==> config.mk <==
export PLATFORM = sky130hd
export DESIGN_NAME = interval_irq_gen
export DESIGN_NICKNAME = d
export VERILOG_FILES = /design/src/rtl/pit_pkg.sv /design/src/rtl/pit_rate_divider.sv /design/src/rtl/pit_datapath.sv /design/src/rtl/pit_control.sv /design/src/rtl/interval_irq_gen.sv
export SDC_FILE = /design/constraint.sdc
export NUM_CORES = 1
export LEC_CHECK = 0
export ABC_AREA = 1
export BUFFER_PORTS_ARGS = -buffer_cell sky130_fd_sc_hd__buf_2
export CORE_ASPECT_RATIO = 0.8
export CORE_UTILIZATION = 31
export DETAILED_ROUTE_END_ITERATION = 16
export PLACE_DENSITY = 0.46
export SETUP_SLACK_MARGIN = 0.2
export SYNTH_ARGS = -nofsm -noshare
export SYNTH_HDL_FRONTEND = slang
export SYNTH_SLANG_ARGS = --single-unit
==> constraint.sdc <==
create_clock -name clk -period 1.75 [get_ports clk]
set_clock_uncertainty 0.05 [all_clocks]
set_input_delay 0.2625 -clock clk [delete_from_list [all_inputs] [get_ports clk]]
set_output_delay 0.2625 -clock clk [all_outputs]
set_load 0.01 [all_outputs]
==> src/rtl/pit_pkg.sv <==
package pit_pkg;

  localparam int NUM_RATES = 3;

  // Strobes handed from control to datapath on an accepted port write.
  typedef struct packed {
    logic                 loadCfg;
    logic [NUM_RATES-1:0] rateBits;
    logic [3:0]           prioBits;
  } cfg_strobe_t;

  // Divider period in clock cycles for each interval source:
  // index 0 -> 1 ms, index 1 -> 100 ms, index 2 -> 1 s.
  function automatic int ratePeriod(input int clkHz, input int idx);
    case (idx)
      0:       return clkHz / 1000;
      1:       return clkHz / 10;
      default: return clkHz;
    endcase
  endfunction

endpackage

==> src/rtl/pit_rate_divider.sv <==
module pit_rate_divider #(
  parameter int PERIOD = 2000
) (
  input  logic clk,
  input  logic rstN,
  output logic wave
);

  localparam int CNT_W = (PERIOD > 1) ? $clog2(PERIOD) : 1;
  localparam int HALF  = PERIOD / 2;

  logic [CNT_W-1:0] cnt;

  // Free-running count 0..PERIOD-1, restarted only by reset so that all
  // dividers share a common phase origin.
  always_ff @(posedge clk or negedge rstN) begin
    if (!rstN) begin
      cnt <= '0;
    end else if (cnt == CNT_W'(PERIOD - 1)) begin
      cnt <= '0;
    end else begin
      cnt <= cnt + 1'b1;
    end
  end

  // Low for the first half of the period, high for the second half.
  assign wave = (cnt >= CNT_W'(HALF));

endmodule

==> src/rtl/pit_datapath.sv <==
module pit_datapath
  import pit_pkg::*;
#(
  parameter int CLK_HZ = 2_000_000
) (
  input  logic                 clk,
  input  logic                 rstN,
  input  cfg_strobe_t          cfgStb,
  output logic [NUM_RATES-1:0] rateEn,
  output logic [3:0]           prioStatus,
  output logic                 tickEvt
);

  logic [NUM_RATES-1:0] waves;
  logic                 combined;
  logic                 combPrev;

  // One divider per interval source.
  for (genvar g = 0; g < NUM_RATES; g++) begin : g_div
    pit_rate_divider #(
      .PERIOD(ratePeriod(CLK_HZ, g))
    ) u_div (
      .clk (clk),
      .rstN(rstN),
      .wave(waves[g])
    );
  end

  // Configuration registers: interval enables and priority nibble.
  always_ff @(posedge clk or negedge rstN) begin
    if (!rstN) begin
      rateEn     <= '0;
      prioStatus <= 4'b1111;
    end else if (cfgStb.loadCfg) begin
      rateEn     <= cfgStb.rateBits;
      prioStatus <= cfgStb.prioBits;
    end
  end

  // AND of every enabled wave; nothing enabled means no interval clock.
  always_comb begin
    combined = |rateEn;
    for (int i = 0; i < NUM_RATES; i++) begin
      if (rateEn[i] && !waves[i]) begin
        combined = 1'b0;
      end
    end
  end

  always_ff @(posedge clk or negedge rstN) begin
    if (!rstN) begin
      combPrev <= 1'b0;
    end else begin
      combPrev <= combined;
    end
  end

  // An interval pulse is a rising edge of the combined interval clock.
  assign tickEvt = combined & ~combPrev;

endmodule

==> src/rtl/pit_control.sv <==
module pit_control
  import pit_pkg::*;
#(
  parameter int          ADDR_W    = 8,
  parameter [ADDR_W-1:0] PORT_ADDR = 8'h10
) (
  input  logic                 clk,
  input  logic                 rstN,
  input  logic                 wrEn,
  input  logic [ADDR_W-1:0]    wrAddr,
  input  logic [7:0]           wrData,
  input  logic                 irqAck,
  input  logic                 tickEvt,
  input  logic [NUM_RATES-1:0] rateEn,
  output cfg_strobe_t          cfgStb,
  output logic                 irqReq
);

  logic portHit;
  logic unusedTopBit;

  assign portHit      = wrEn && (wrAddr == PORT_ADDR);
  assign unusedTopBit = wrData[7];

  always_comb begin
    cfgStb.loadCfg  = portHit;
    cfgStb.rateBits = wrData[4 +: NUM_RATES];
    cfgStb.prioBits = wrData[3:0];
  end

  // Request flip-flop: set by a pulse, withdrawn by a pulse that finds it
  // still pending, cleared by acknowledge or by deselecting every source.
  always_ff @(posedge clk or negedge rstN) begin
    if (!rstN) begin
      irqReq <= 1'b0;
    end else if (rateEn == '0) begin
      irqReq <= 1'b0;
    end else if (tickEvt) begin
      irqReq <= irqAck ? 1'b1 : ~irqReq;
    end else if (irqAck) begin
      irqReq <= 1'b0;
    end
  end

endmodule

==> src/rtl/interval_irq_gen.sv <==
module interval_irq_gen
  import pit_pkg::*;
#(
  parameter int          CLK_HZ    = 2_000_000,
  parameter int          ADDR_W    = 8,
  parameter [ADDR_W-1:0] PORT_ADDR = 8'h10
) (
  input  logic              clk,
  input  logic              rstN,
  input  logic              wrEn,
  input  logic [ADDR_W-1:0] wrAddr,
  input  logic [7:0]        wrData,
  input  logic              irqAck,
  output logic              irqReq,
  output logic [3:0]        prioStatus,
  output logic [2:0]        prioLevel
);

  cfg_strobe_t          cfgStb;
  logic [NUM_RATES-1:0] rateEn;
  logic                 tickEvt;

  pit_control #(
    .ADDR_W   (ADDR_W),
    .PORT_ADDR(PORT_ADDR)
  ) u_ctrl (
    .clk    (clk),
    .rstN   (rstN),
    .wrEn   (wrEn),
    .wrAddr (wrAddr),
    .wrData (wrData),
    .irqAck (irqAck),
    .tickEvt(tickEvt),
    .rateEn (rateEn),
    .cfgStb (cfgStb),
    .irqReq (irqReq)
  );

  pit_datapath #(
    .CLK_HZ(CLK_HZ)
  ) u_dp (
    .clk       (clk),
    .rstN      (rstN),
    .cfgStb    (cfgStb),
    .rateEn    (rateEn),
    .prioStatus(prioStatus),
    .tickEvt   (tickEvt)
  );

  // The low three bits of the nibble carry the level in complemented form.
  assign prioLevel = ~prioStatus[2:0];

endmodule

==> reports/metrics.csv <==
metric;value;unit
status;completed;
post-layout net count;519;
met1 usage;19.6;%
Util after Layout;41.2;%
die span in y;94.7;um
gr busiest metal;met2;
Min Clock Period, post-route;1.53;ns
met2 Use GR;22.0;%
Final period util;87.3;%
remaining antenna violation count;0;
Synth Register Bits;59;
Setup Viol. Count Final;0;
pre-CTS setup slack;0.0799;ns
r2r endpoint;u_dp.g_div[2].u_div.cnt[20];
slew at the pin closest to its max-slew limit;0.325;ns
Yosys warnings;0;
clock-pin transition on the worst setup and hold timing paths;0.05;ns
max_cap viols;0;
Mapped Cells;436;
Reg2Reg Launch Point;u_dp.g_div[2].u_div.cnt[1];
Worst Setup SP;u_dp.g_div[2].u_div.cnt[1];
Antenna Cells;0;
total track usage;14.5;%
hold path cells;3;
die area;0.0112;mm2
Setup Crit Path Kind;reg -> reg;
Avg WL per Cell;11.6;um
total clock sinks;59;
Hold Path Class;in -> reg;
register area share after synthesis;44.4;%
RSZ-0062 raised after global routing;true;
Mapped Area;0.00333;mm2
Crit path max-delay family;simple AND/OR/NAND/NOR gates;
Critical Path AT;1.68;ns
Total Wirelength;7420;um
total CTS buffers;9;
Data required, critical path;1.91;ns
initial antenna violation count;0;
R2R depth;8;
Root Driver;clkbuf_16;
total power draw;0.00342;W
total power density per cell area;801;mW/mm2
Residual DRC;0;
met3 Resource Use GR;4.59;%
Crit. End Element;flop;
Post-DP HPWL;5350;um
largest net degree at the start of global routing;60;
setup TNS;0;ns
Final Max Slew Viols;0;
Chip Width;118;um
CTS tree;built;
worst hold start;wrData[0];
sequence of cells on the critical path;ha_4 > nand3_4 > inv_2 > nand2_2 > nor2_2 > nand4_1 > nor3_1 > nor3_1;
vias per cell;4.47;
clk_lat worst skew;0.33;ns
Core Footprint;0.0104;mm2
Slew HR;78.3;%
gpl congestion;0.830;
Synth cell types;32;
Max clock buf depth;2;
Register-to-Register Setup Slack;0.22;ns
slowest stage delay, CP;0.41;ns
Final WS setup;0.222;ns
Static Leak;2.20;nW
Synthesized Nets;462;
area delta synth->final;28.2;%
first-pass GRT wire length;12500;um
slowest CP cell;dfrtp_1;
max frequency;0.654;GHz
initial DRC count;153;
most frequent cells in the layout;77 x inv_1, 74 x nand2_1, 54 x nor2_1;
Vias;2852;
WHS Endpoint;u_dp.prioStatus[0];
I/O pins;28;
placed instance count;609;
synthesized area per cell;7.64;um2
Max VDD drop;0.528;mV
drt pass-1 iters;4;
starting density of the core;32.2;%
final std cells w/o fill;638;
Hold Violations, Final;0;
layout cells sized above 1;24.9;%
site row count;33;
port bufs;26;
most common cell after layout, fill and taps aside;inv_1;
Congestion Overflow GR;0;
WP buf/inv;1;
Max FO, Critical Path;4;
Top cell by count, worst path;nor3_1;
vias in the first global route;2624;
Startpoint Class;flop;
deepest level of the CTS H-tree;3;
registers in the layout, summed over array words and instances, names as in the netlist:
signal and cells:
u_dp.prioStatus 4, u_ctrl.irqReq 1, u_dp.combPrev 1, u_dp.rateEn 3, u_dp.g_div.u_div.cnt 50
power by group:
group,switching [W],total [W],internal (W)
sequential,0.00000907,0.00139,0.00138
combinational,0.0000636,0.000108,0.0000442
clock,0.000609,0.00192,0.00131
stage by stage:
| stage | hold slack, ns | instance area, um2 |
|---|---|---|
| after floorplan | -0.0831 | 3330 |
| after global placement | 0.256 | 3710 |
| after detailed placement | 0.258 | 3710 |
| after CTS | 0.0754 | 4130 |
| after global routing | 0.0886 | 4270 |
| final | 0.0863 | 4270 |
kinds of logic after synthesis:
family | count (synthesis) | synth area share (%)
and+or+nand+nor | 225 | 32.1
adders and majority gates | 6 | 2.25
xor gates and xnor gates | 21 | 5.52
buffers and inverters | 92 | 10.4
DFF | 59 | 44.4
AOI/OAI and AO/OA | 33 | 5.26
synth_stat cells:
| cell type | instances | area (um2) |
|---|---|---|
| o21ai_0 | 7 | 35.0 |
| nand4_1 | 16 | 100 |
| nor2_4 | 4 | 45.0 |
| dfrtp_1 | 55 | 1380 |
| or2_2 | 1 | 6.26 |
| nand2_2 | 5 | 31.3 |
| clkbuf_1 | 1 | 3.75 |
| a31oi_1 | 2 | 12.5 |
| nor2_8 | 1 | 20.0 |
| o21ai_1 | 10 | 50.1 |
| nor2_2 | 4 | 25.0 |
| o21a_1 | 1 | 7.51 |
| nor2_1 | 60 | 225 |
| and2_1 | 1 | 6.26 |
| nand3_2 | 1 | 10.0 |
| xnor2_1 | 2 | 17.5 |
| nor4_2 | 1 | 12.5 |
| or2_0 | 1 | 6.26 |
| nor3_1 | 20 | 100 |
| nand2_1 | 76 | 285 |
| nand3_1 | 25 | 125 |
| buf_2 | 2 | 10.0 |
| inv_2 | 11 | 41.3 |
| nor4_1 | 3 | 18.8 |
| ha_1 | 6 | 75.1 |
| and3_1 | 2 | 12.5 |
| a21oi_1 | 12 | 60.1 |
| dfstp_2 | 4 | 105 |
| nor3_2 | 4 | 40.0 |
| o211a_1 | 1 | 10.0 |
| inv_1 | 78 | 293 |
| xor2_1 | 19 | 166 |
worst max-delay path by stage:
| stage | end | slack, ns | cells past startpoint |
|---|---|---|---|
| detailed placement | u_dp.g_div[2].u_div.cnt[16] | 0.08 | 8 |
| global placement | u_dp.g_div[2].u_div.cnt[16] | 0.10 | 8 |
| CTS | u_dp.g_div[1].u_div.cnt[14] | 0.17 | 10 |
| finish | u_dp.g_div[2].u_div.cnt[20] | 0.22 | 8 |
| global route | u_dp.g_div[0].u_div.cnt[10] | 0.11 | 8 |
| floorplan | u_dp.g_div[2].u_div.cnt[20] | 0.23 | 6 |
per-layer routing:
layer  vias to the layer above  share of wire (%)
li1                       1482                  -
met1                      1320                 52
met5                         -                  0
met2                        43                 42
met4                         0                1.1
met3                         7                4.1
worst register-to-register path: stages, from the launching register on:
cell and delay (ns):
dfrtp_1 0.41, ha_4 0.18, nand3_4 0.11, inv_2 0.09, nand2_2 0.06, nor2_2 0.12
nand4_1 0.14, nor3_1 0.18, nor3_1 0.07
layout make-up:
cell class / instances / area [um2]
clock buffers: 11 / 253
clock inverters: 5 / 75.1
fillers: 1081 / 6090
inverters: 89 / 334
multi-input cells: 285 / 1630
flip-flops and latches: 59 / 1490
well taps: 140 / 175
repair buffers: 49 / 318
repair_timing:
action,CTS,global route
hold buffers,1,0
resized for setup,8,28
hold endpoints to repair,55,0
pin swaps,2,5
setup endpoints to repair,21,26
setup buffers,6,6
No activity file was read; power rests on OpenSTA's default activity.
